[config.mk]
export PLATFORM = sky130hd
export DESIGN_NAME = pit_timer
export DESIGN_NICKNAME = d
export VERILOG_FILES = /design/src/rtl/pit_pkg.sv /design/src/rtl/pit_decode.sv /design/src/rtl/pit_channel.sv /design/src/rtl/pit_timer.sv
export SDC_FILE = /design/constraint.sdc
export NUM_CORES = 1
export LEC_CHECK = 0
export BUFFER_PORTS_ARGS = -buffer_cell sky130_fd_sc_hd__buf_2
export CORE_MARGIN = 1.5
export CORE_UTILIZATION = 40
export CTS_CLUSTER_DIAMETER = 100
export DETAILED_ROUTE_END_ITERATION = 7
export PLACE_DENSITY = 0.66
export SYNTH_ARGS = -nofsm -noshare
export SYNTH_HDL_FRONTEND = slang
export SYNTH_SLANG_ARGS = --single-unit
[constraint.sdc]
create_clock -name clk -period 7.75 [get_ports clk]
set_input_delay 1.55 -clock clk [delete_from_list [all_inputs] [get_ports clk]]
set_output_delay 1.55 -clock clk [all_outputs]
set_load 0.03 [all_outputs]
[src/rtl/pit_pkg.sv]
`timescale 1ns/1ps
package pit_pkg;
  localparam int BYTE_W = 8;
  localparam int CNT_W  = 2 * BYTE_W;
  localparam int CE_W   = CNT_W + 1;

  typedef enum logic [1:0] {
    ACC_LATCH = 2'd0,
    ACC_LO    = 2'd1,
    ACC_HI    = 2'd2,
    ACC_BOTH  = 2'd3
  } acc_e;

  typedef enum logic [1:0] {
    K_TERM   = 2'd0,
    K_SQUARE = 2'd1,
    K_STROBE = 2'd2
  } kind_e;

  function automatic kind_e mode_kind(input logic [2:0] m);
    case (m)
      3'd3, 3'd7: return K_SQUARE;
      3'd4:       return K_STROBE;
      default:    return K_TERM;
    endcase
  endfunction

  // Length in clocks*2 of one square-wave phase; odd counts stretch the high phase.
  function automatic logic [CE_W-1:0] sq_phase_len(input logic [CNT_W-1:0] n, input logic high);
    logic [CE_W-1:0] full;
    logic [CE_W-1:0] len;
    full = (n == '0) ? (CE_W'(1) << CNT_W) : {1'b0, n};
    if (high) len = full + {{(CE_W-1){1'b0}}, full[0]};
    else      len = full - {{(CE_W-1){1'b0}}, full[0]};
    if (len < CE_W'(2)) len = CE_W'(2);
    return len;
  endfunction

  function automatic logic [BYTE_W-1:0] status_byte(input logic o, input logic pend,
                                                    input acc_e acc, input logic [2:0] m);
    return {o, pend, acc, m, 1'b0};
  endfunction

  function automatic logic [BYTE_W-1:0] pick_byte(input logic [CNT_W-1:0] v, input acc_e acc,
                                                  input logic hi);
    case (acc)
      ACC_HI:   return v[CNT_W-1:BYTE_W];
      ACC_BOTH: return hi ? v[CNT_W-1:BYTE_W] : v[BYTE_W-1:0];
      default:  return v[BYTE_W-1:0];
    endcase
  endfunction
endpackage

[src/rtl/pit_decode.sv]
`timescale 1ns/1ps
module pit_decode #(
  parameter int NUM_CH = 3,
  parameter int ADDR_W = 2
) (
  input  logic              wr_en,
  input  logic              rd_en,
  input  logic [ADDR_W-1:0] addr,
  input  logic [6:0]        wbits,      // write data bits 7:1
  output logic [NUM_CH-1:0] cw_wr,
  output logic [NUM_CH-1:0] cnt_latch,
  output logic [NUM_CH-1:0] st_latch,
  output logic [NUM_CH-1:0] cnt_wr,
  output logic [NUM_CH-1:0] rd_ack
);
  logic       ctrl_hit;
  logic       is_readback;
  logic [1:0] sel_ch;
  logic [1:0] acc_f;
  logic       rb_no_cnt;
  logic       rb_no_st;

  assign ctrl_hit    = wr_en && (addr == ADDR_W'(NUM_CH));
  assign sel_ch      = wbits[6:5];
  assign acc_f       = wbits[4:3];
  assign is_readback = (sel_ch == 2'b11);
  assign rb_no_cnt   = wbits[4];
  assign rb_no_st    = wbits[3];

  for (genvar g = 0; g < NUM_CH; g++) begin : g_ch
    logic picked;
    logic rb_pick;
    assign picked       = !is_readback && (sel_ch == 2'(g));
    assign rb_pick      = is_readback && wbits[g];
    assign cw_wr[g]     = ctrl_hit && picked && (acc_f != 2'b00);
    assign cnt_latch[g] = ctrl_hit && ((picked && acc_f == 2'b00) || (rb_pick && !rb_no_cnt));
    assign st_latch[g]  = ctrl_hit && rb_pick && !rb_no_st;
    assign cnt_wr[g]    = wr_en && (addr == ADDR_W'(g));
    assign rd_ack[g]    = rd_en && (addr == ADDR_W'(g));
  end
endmodule

[src/rtl/pit_channel.sv]
`timescale 1ns/1ps
module pit_channel
  import pit_pkg::*;
(
  input  logic              clk,
  input  logic              rst_n,
  input  logic              gate,
  input  logic              cw_wr,
  input  logic              cnt_wr,
  input  logic [BYTE_W-1:0] wdata,
  input  logic              cnt_latch_req,
  input  logic              st_latch_req,
  input  logic              rd_ack,
  output logic [BYTE_W-1:0] rd_byte,
  output logic              out
);
  logic [2:0]       mode_q;
  acc_e             acc_q;
  logic [CNT_W-1:0] cr_q;
  logic [CE_W-1:0]  ce_q;
  logic             out_q, null_q, pend_q, run_q;
  logic             wr_hi_q, rd_hi_q, strobe_done_q;
  logic             cl_q, sl_q;
  logic [CNT_W-1:0] cl_val;
  logic [BYTE_W-1:0] sl_val;

  // Named internal events
  kind_e            kind;
  logic             count_en;
  logic             write_done;
  logic             tc_evt;
  logic             sq_flip;
  logic             strobe_fire;
  logic             latch_take;
  logic [BYTE_W-1:0] status_now;

  assign kind        = mode_kind(mode_q);
  assign count_en    = run_q && gate && !pend_q;
  assign write_done  = cnt_wr && (acc_q == ACC_LO || acc_q == ACC_HI ||
                                  (acc_q == ACC_BOTH && wr_hi_q));
  assign tc_evt      = count_en && (kind != K_SQUARE) && (ce_q[CNT_W-1:0] == CNT_W'(1));
  assign sq_flip     = count_en && (kind == K_SQUARE) && (ce_q <= CE_W'(2));
  assign strobe_fire = tc_evt && (kind == K_STROBE) && !strobe_done_q;
  assign latch_take  = cnt_latch_req && !cl_q;
  assign status_now  = status_byte(out_q, null_q, acc_q, mode_q);

  always_ff @(posedge clk) begin
    if (!rst_n) begin
      mode_q        <= '0;
      acc_q         <= ACC_LATCH;
      cr_q          <= '0;
      ce_q          <= '0;
      out_q         <= 1'b0;
      null_q        <= 1'b0;
      pend_q        <= 1'b0;
      run_q         <= 1'b0;
      wr_hi_q       <= 1'b0;
      rd_hi_q       <= 1'b0;
      strobe_done_q <= 1'b0;
      cl_q          <= 1'b0;
      sl_q          <= 1'b0;
      cl_val        <= '0;
      sl_val        <= '0;
    end else if (cw_wr) begin
      mode_q        <= wdata[3:1];
      acc_q         <= acc_e'(wdata[5:4]);
      out_q         <= (mode_kind(wdata[3:1]) != K_TERM);
      null_q        <= 1'b1;
      pend_q        <= 1'b0;
      run_q         <= 1'b0;
      wr_hi_q       <= 1'b0;
      rd_hi_q       <= 1'b0;
      strobe_done_q <= 1'b0;
      cl_q          <= 1'b0;
      sl_q          <= 1'b0;
    end else begin
      // count byte sequencing
      if (cnt_wr) begin
        case (acc_q)
          ACC_LO: cr_q <= {{BYTE_W{1'b0}}, wdata};
          ACC_HI: cr_q <= {wdata, {BYTE_W{1'b0}}};
          ACC_BOTH: begin
            if (wr_hi_q) cr_q[CNT_W-1:BYTE_W] <= wdata;
            else         cr_q[BYTE_W-1:0]     <= wdata;
            wr_hi_q <= !wr_hi_q;
          end
          default: ;
        endcase
      end
      // end of a strobe pulse
      if (kind == K_STROBE && !out_q) out_q <= 1'b1;
      // transfer or count
      if (pend_q) begin
        pend_q        <= 1'b0;
        run_q         <= 1'b1;
        null_q        <= 1'b0;
        strobe_done_q <= 1'b0;
        if (kind == K_SQUARE) begin
          ce_q  <= sq_phase_len(cr_q, 1'b1);
          out_q <= 1'b1;
        end else begin
          ce_q <= {1'b0, cr_q};
        end
      end else if (count_en) begin
        if (kind == K_SQUARE) begin
          if (sq_flip) begin
            out_q <= !out_q;
            ce_q  <= sq_phase_len(cr_q, !out_q);
          end else begin
            ce_q <= ce_q - CE_W'(2);
          end
        end else begin
          ce_q <= {1'b0, ce_q[CNT_W-1:0] - CNT_W'(1)};
          if (strobe_fire) begin
            out_q         <= 1'b0;
            strobe_done_q <= 1'b1;
          end else if (tc_evt && kind == K_TERM) begin
            out_q <= 1'b1;
          end
        end
      end
      if (write_done) begin
        pend_q <= 1'b1;
        null_q <= 1'b1;
        if (kind == K_TERM) out_q <= 1'b0;
      end
      // read sequencing
      if (rd_ack) begin
        if (sl_q) begin
          sl_q <= 1'b0;
        end else begin
          if (acc_q == ACC_BOTH) rd_hi_q <= !rd_hi_q;
          if (cl_q && (acc_q != ACC_BOTH || rd_hi_q)) cl_q <= 1'b0;
        end
      end
      // latching
      if (latch_take) begin
        cl_q    <= 1'b1;
        cl_val  <= ce_q[CNT_W-1:0];
        rd_hi_q <= 1'b0;
      end
      if (st_latch_req && !sl_q) begin
        sl_q   <= 1'b1;
        sl_val <= status_now;
      end
    end
  end

  always_comb begin
    if (sl_q)      rd_byte = sl_val;
    else if (cl_q) rd_byte = pick_byte(cl_val, acc_q, rd_hi_q);
    else           rd_byte = pick_byte(ce_q[CNT_W-1:0], acc_q, rd_hi_q);
  end

  assign out = out_q;

  // terminal-count output holds high until reprogrammed or reloaded
  a_r4_term_out_holds: assert property (@(posedge clk) disable iff (!rst_n)
    (kind == K_TERM && out_q && !cw_wr && !write_done) |=> out_q);

  // strobe low pulse lasts a single clock
  a_r5_strobe_one_clock: assert property (@(posedge clk) disable iff (!rst_n)
    (kind == K_STROBE && !out_q && !cw_wr) |=> out_q);

  // a latched count stays frozen until it is read out
  a_r7_latch_frozen: assert property (@(posedge clk) disable iff (!rst_n)
    (cl_q && !cw_wr && !rd_ack) |=> (cl_q && $stable(cl_val)));

  // a transfer starts counting and clears the pending flag
  a_r3_transfer_starts: assert property (@(posedge clk) disable iff (!rst_n)
    (pend_q && !cw_wr && !write_done) |=> (run_q && !null_q));

  // square-wave counting element stays even
  a_r6_square_even: assert property (@(posedge clk) disable iff (!rst_n)
    (kind == K_SQUARE && run_q) |-> !ce_q[0]);
endmodule

[src/rtl/pit_timer.sv]
`timescale 1ns/1ps
module pit_timer
  import pit_pkg::*;
#(
  parameter int NUM_CH   = 3,
  parameter int GATED_CH = 2,
  parameter int ADDR_W   = 2
) (
  input  logic              clk,
  input  logic              rst_n,
  input  logic              wr_en,
  input  logic              rd_en,
  input  logic [ADDR_W-1:0] addr,
  input  logic [7:0]        wdata,
  output logic [7:0]        rdata,
  input  logic              side_wr,
  input  logic [7:0]        side_wdata,
  output logic [7:0]        side_rdata,
  output logic [NUM_CH-1:0] tmr_out,
  output logic              spk_out
);
  logic [NUM_CH-1:0] cw_wr, cnt_latch, st_latch, cnt_wr, rd_ack, gate;
  logic [BYTE_W-1:0] rd_bytes [NUM_CH];
  logic [1:0]        side_q;
  logic              unused_side;

  assign unused_side = ^side_wdata[7:2];

  pit_decode #(.NUM_CH(NUM_CH), .ADDR_W(ADDR_W)) u_dec (
    .wr_en     (wr_en),
    .rd_en     (rd_en),
    .addr      (addr),
    .wbits     (wdata[7:1]),
    .cw_wr     (cw_wr),
    .cnt_latch (cnt_latch),
    .st_latch  (st_latch),
    .cnt_wr    (cnt_wr),
    .rd_ack    (rd_ack)
  );

  always_ff @(posedge clk) begin
    if (!rst_n)       side_q <= '0;
    else if (side_wr) side_q <= side_wdata[1:0];
  end

  for (genvar g = 0; g < NUM_CH; g++) begin : g_chan
    if (g == GATED_CH) begin : g_gated
      assign gate[g] = side_q[0];
    end else begin : g_free
      assign gate[g] = 1'b1;
    end
    pit_channel u_ch (
      .clk           (clk),
      .rst_n         (rst_n),
      .gate          (gate[g]),
      .cw_wr         (cw_wr[g]),
      .cnt_wr        (cnt_wr[g]),
      .wdata         (wdata),
      .cnt_latch_req (cnt_latch[g]),
      .st_latch_req  (st_latch[g]),
      .rd_ack        (rd_ack[g]),
      .rd_byte       (rd_bytes[g]),
      .out           (tmr_out[g])
    );
  end

  always_comb begin
    rdata = '0;
    for (int i = 0; i < NUM_CH; i++) begin
      if (addr == ADDR_W'(i)) rdata = rd_bytes[i];
    end
  end

  assign spk_out    = tmr_out[GATED_CH] & side_q[1];
  assign side_rdata = {3'b000, tmr_out[GATED_CH], 2'b00, side_q};
endmodule

* Word-level counts from Yosys, hierarchy flattened
Cells that the tools add are included. W data, S select, Z words.
Cells by class: add/sub/neg operators 12, magnitude comparators 9, equality and inequality tests 51, muxes and demuxes 160, bitwise gates (word level) 11, reductions and logical operators 184
Operators with widths (count):
- $mux W17 | 57
- $mux W8 | 21
- $pmux W16 S3 | 3
- $lt A17 B2 Y1 const B | 6
- $pmux W8 S2 | 6
- $logic_and A1 B1 Y1 | 77
- $mux W1 | 63
- $add A17 B1 Y17 | 3
- $le A17 B2 Y1 const B | 3
- $sub A17 B1 Y17 | 3
- $sub A17 B2 Y17 const B | 3
- $eq A16 B1 Y1 const B | 3
- $logic_not A16 Y1 | 3
- $sub A16 B1 Y16 const B | 3
- $reduce_bool A2 Y1 | 16
- $reduce_and A3 Y1 | 9
- $eq A2 B2 Y1 const B | 13
- $eq A3 B3 Y1 const B | 8
- $logic_not A1 Y1 | 24
- $reduce_and A2 Y1 | 12
- $reduce_and A4 Y1 | 6
- $ne A2 B2 Y1 const B | 9
- $reduce_bool A3 Y1 | 6
- $reduce_or A3 Y1 | 6
- 10 further kinds | 64
Word-level totals: bits in registers 212, input port bits 23, output and inout port bits 20, logic and storage cells 476

* Logic depth before layout (Yosys ltp)
depth in word-level cells 18, depth in mapped cells 11, gate-level depth less buffers 9

* Cells and area by module
From an unflattened synthesis, not the netlist that was laid out.
Second synthesis, totals: cells, all modules 2170, area, all modules 16223.1 um^2
Modules (own cells, without submodules):
- pit_channel at g_chan[1].u_ch | instances 1, cells each 702, area each 5266.3 um^2, sequential area each 1401.3 um^2
- pit_channel at g_chan[0].u_ch | instances 1, cells each 701, area each 5251.3 um^2, sequential area each 1401.3 um^2
- pit_channel at g_chan[2].u_ch | instances 1, cells each 703, area each 5187.5 um^2, sequential area each 1401.3 um^2
- pit_timer | instances 1, cells each 35, area each 329.1 um^2, sequential area each 40.0 um^2
- pit_decode | instances 1, cells each 29, area each 188.9 um^2, sequential area each 0.0 um^2

* Worst setup path before layout
No wires, ideal clock.
path type input port to output port, start point input port addr[0], end point output port rdata[5], data arrival time 2687 ps, setup slack 3513 ps, cell stages on the path 5, buffers on the path 1, path through nor2b_1 > nor2b_1 > clkbuf_1 > a222oi_1 > o211ai_1
On the way: word-level cells in the longest chain between the ends 4, elaborated cells on any way between the ends 6, classes of those cells 2 x eq/ne; 3 x mux; 1 x reduce/logical
RTL lines:
- start, declared | RTL line pit_timer.sv:13 | input logic [ADDR_W-1:0] addr,
- $logic_not A2 Y1 | RTL line pit_timer.sv:70 | if (addr == ADDR_W'(i)) rdata = rd_bytes[i];
- $mux W8 (2 in a row) | RTL line pit_timer.sv:70
- $mux W8 * | RTL line pit_timer.sv:70
- end, declared | RTL line pit_timer.sv:15 | output logic [7:0] rdata,
Every way passes the cells marked *; elsewhere a longest branch is shown, timed or not.

* Worst setup path after layout
start point register g_chan[1].u_ch.acc_q[1], end point output port rdata[3]
On the way: word-level cells in the longest chain between the ends 6, elaborated cells on any way between the ends 8, classes of those cells 2 x eq/ne; 6 x mux
RTL lines:
- start, declared | RTL line pit_channel.sv:18 | acc_e acc_q;
- start signal, assigned | RTL line pit_channel.sv:66 | acc_q <= acc_e'(wdata[5:4]);
- $eq A2 B2 Y1 | RTL line pit_pkg.sv:46 | case (acc)
- $pmux W8 S2 | RTL line pit_pkg.sv:46
- $mux W8 * | RTL line pit_channel.sv:151 | else if (cl_q) rd_byte = pick_byte(cl_val, acc_q, rd_hi_q);
- $mux W8 * | RTL line pit_channel.sv:150 | if (sl_q) rd_byte = sl_val;
- $mux W8 * (2 in a row) | RTL line pit_timer.sv:70
Marks and branches as above.

==> metrics.md <==
| Metric | Value |
|---|---|
| Synth async-reset ratio | 0% |
| Register area share after synthesis | 28.4% |
| Largest net degree at the start of global routing | 76 |
| Outcome | completed |
| Die Area | 0.0385 sq mm |
| Clock Tree Buf Depth | 3 |
| Initial antenna violation count | 4 |
| Fin crit period | 5760 ps |
| Reg2reg end | g_chan[1].u_ch.ce_q[4]$_SDFFE_PN0P_ |
| Die W | 196 um |
| Initial Util | 40.7% |
| Vias | 15100 |
| FF/Latch Area | 0.00424 sq mm |
| Iter 0 DRT Violations | 1640 |
| Die Height | 196 um |
| Max FO, Critical Path | 16 |
| Cell Area, Synth | 0.0149 sq mm |
| Worst Setup End Kind | output pin |
| Worst hold path depth | 2 |
| Gate Count Post-Synth | 2050 |
| Maximum VDD drop | 0.000189 V |
| Nets | 1979 |
| Worst setup SP type | register |
| Max Slew Vio Count | 0 |
| # hold bufs at CTS | 0 |
| CP cell instances | ha_1, inv_1, nand2_1, a21boi_1, a22oi_1, a21oi_1, a222oi_1, o211ai_1, buf_2 |
| Share of cells above drive strength 1 | 6.53% |
| RSZ-0062 raised after global routing | no |
| Final setup vio count | 0 |
| Arr. time, crit path | 4210 ps |
| Vias in the first global route | 13600 |
| Io pins | 43 |
| Grt total ovfl | 0 |
| Vias per cell | 6.27 |
| H-tree lvl count | 1 |
| Drt first pass iters | 5 |
| Hold Path Sink | g_chan[0].u_ch.sl_val[6]$_SDFFE_PN0P_ |
| TritonCTS clock tree | built |
| Area leader, netlist | dfxtp_1 |
| Port Buffers | 31 |
| Reg2reg path depth | 10 |
| Worst Setup Slack, final | 1990 ps |
| Buf/Inv on CP | 2 |
| DRC violations left | 0 |
| Worst r2r src | g_chan[1].u_ch.ce_q[1]$_SDFFE_PN0P_ |
| Synth cell types | 80 |
| Worst-path clk slew | 70 ps |
| Worst Skew | 39.2 ps |
| Routability Congestion | 0.904 |
| Commonest non-fill, non-tap cells in the layout | nand2_1, dfxtp_1, a21oi_1 |
| Critical path's slowest cell | a21boi_1 |
| Drt total wl | 46900 um |
| Post-CTS Setup Repair Bufs | 0 |
| CTS buffer count | 27 |
| Hold WS | 463 ps |
| Period Utilization, post-route | 74.3% |
| Worst-margin pin slew | 1330 ps |
| Filler cell count in the final layout | 3685 |
| Share of the synthesized area in the top cell type | 28.4% |
| Fmax | 174 MHz |
| P&R area growth vs syn | 6.37% |
| Detail Route Antenna Nets | 0 |
| R2r setup slk | 4030 ps |
| WL/cell | 19.4 um |
| Top_reg_cell synth | dfxtp_1 |
| Critical Path RT | 6200 ps |
| Ranking of synthesized cells by area | dfxtp_1, a21oi_1, nand2_1 |
| Design area | 0.0159 sq mm |
| Mean Syn Cell Area | 7.29 sq um |
| Area of the multi-input gates | 0.00974 sq mm |
| Crit Path Category | reg -> out |
| Final Hold Viols | 0 |
| Hold_sp | g_chan[0].u_ch.sl_val[6]$_SDFFE_PN0P_ |
| Commonest non-fill, non-tap cell in the layout | nand2_1 |
| Worst hold path class | reg -> reg |
| Clk_lat worst skew | 570 ps |
| Clock Sinks | 212 |
| Seq cells post-synth | 212 |
| Post-CTS sizing | 0 |
| Max cap viols | 0 |
| Leakage | 5.34 nW |
| Pre-CTS WS | 2640 ps |
| Synth warn | 0 |
| Dominant delay contributor by cell family on the critical path | compound AO/OA/AOI/OAI gates |
| Global-route wire length before repair | 75200 um |
| Core area | 0.0367 sq mm |
| Max_slew headroom | 11.0% |
| Post-synth EDFFs | 0 |
| Row count | 70 |
| Slowest stage delay, CP | 1060 ps |
| Pwr/cell area | 162 mW/mm^2 |
| Final setup TNS | 0 ps |
| Placed cell area | 0.0150 sq mm |
| HPWL Detailed | 32500 um |
| Root Buffer Master | clkbuf_16 |
| GR Util All Layers | 23.8% |
-- tightest hold or removal path: stages (launching register included) --
cell and delay [ps]:
dfxtp_1 310, nand2_1 50, a21oi_1 60
-- sequential cells by signal (all words and copies together) (netlist names) --
signal                     count
g_chan.u_ch.out                3
g_chan.u_ch.pend_q             3
g_chan.u_ch.cl_q               3
g_chan.u_ch.ce_q              51
g_chan.u_ch.wr_hi_q            3
g_chan.u_ch.rd_hi_q            3
g_chan.u_ch.sl_q               3
g_chan.u_ch.mode_q             9
g_chan.u_ch.strobe_done_q      3
g_chan.u_ch.acc_q              6
g_chan.u_ch.run_q              3
g_chan.u_ch.cl_val            48
g_chan.u_ch.cr_q              48
g_chan.u_ch.null_q             3
side_q                         2
g_chan.u_ch.sl_val            21
-- final cells by class --
cell class              count  area share [%]
inverters                  41           0.984
clock buffers              33            4.52
diodes                      2          0.0315
clock inverters            16            1.03
multi-input cells        1597            61.3
repair buffers             47            1.73
well taps                 468            3.69
flip-flops and latches    212            26.7
-- power breakdown --
group	internal [W]	switching [W]
sequential	0.00110	0.0000175
combinational	0.0000732	0.000136
clock	0.000732	0.000523
total	0.00190	0.000676
-- cells by family after synthesis --
logic type / Yosys count / synth area share, %
compound gates: 530 / 22.9
xor+xnor: 135 / 7.92
fa+ha+maj: 30 / 2.51
buf+inv: 245 / 6.60
flops: 212 / 28.4
mux: 66 / 4.44
other cells: 1 / 0.0251
simple gates: 831 / 27.2
-- cells in the mapped netlist, types with 16 or more instances --
cell      instances
dfxtp_1         212
a211oi_1         22
nand3_1         134
a31oi_1          20
buf_1            19
nand2_1         231
o211ai_1         30
and3_1           18
a221oi_1         33
or3_1            16
inv_1            39
clkbuf_1        161
nor2_1          190
xor2_1           61
ha_1             30
o21ai_0          75
a22oi_1          34
xnor2_1          74
nand4_1          34
nor3_1           74
mux2i_1          64
nor4_1           23
a21oi_1         192
-- through the flow --
| step | utilization (%) | std cells | total power (W) |
|---|---|---|---|
| after floorplan | - | 2054 | 0.00129 |
| after global placement | 40.9 | 2365 | 0.00134 |
| after detailed placement | 40.9 | 2365 | 0.00134 |
| after CTS | 43.3 | 2414 | 0.00259 |
| after global routing | 43.3 | 2415 | 0.00266 |
| final | 43.3 | 2416 | 0.00258 |
-- per-layer routing --
layer	up-vias	share of wire, %	track usage, %
met3	88	8.2	3.70
li1	7158	-	-
met5	-	0.053	0
met1	7209	45	34.1
met2	684	44	36.9
met4	4	2.5	6.95
-- worst max path at each step --
stage / start / end / slack (ps) / depth (start not counted)
after floorplan: addr[0] / rdata[5] / 3510 / 5
after global placement: g_chan[1].u_ch.acc_q[1]$_SDFFE_PN0P_ / rdata[2] / 2760 / 9
after detailed placement: g_chan[1].u_ch.acc_q[1]$_SDFFE_PN0P_ / rdata[2] / 2640 / 9
after CTS: g_chan[1].u_ch.acc_q[1]$_SDFFE_PN0P_ / rdata[2] / 2060 / 9
after global routing: g_chan[1].u_ch.acc_q[1]$_SDFFE_PN0P_ / rdata[2] / 1730 / 9
final: g_chan[1].u_ch.acc_q[1]$_SDFFE_PN0P_ / rdata[3] / 1990 / 9
Power figures use the tool's default switching activity.
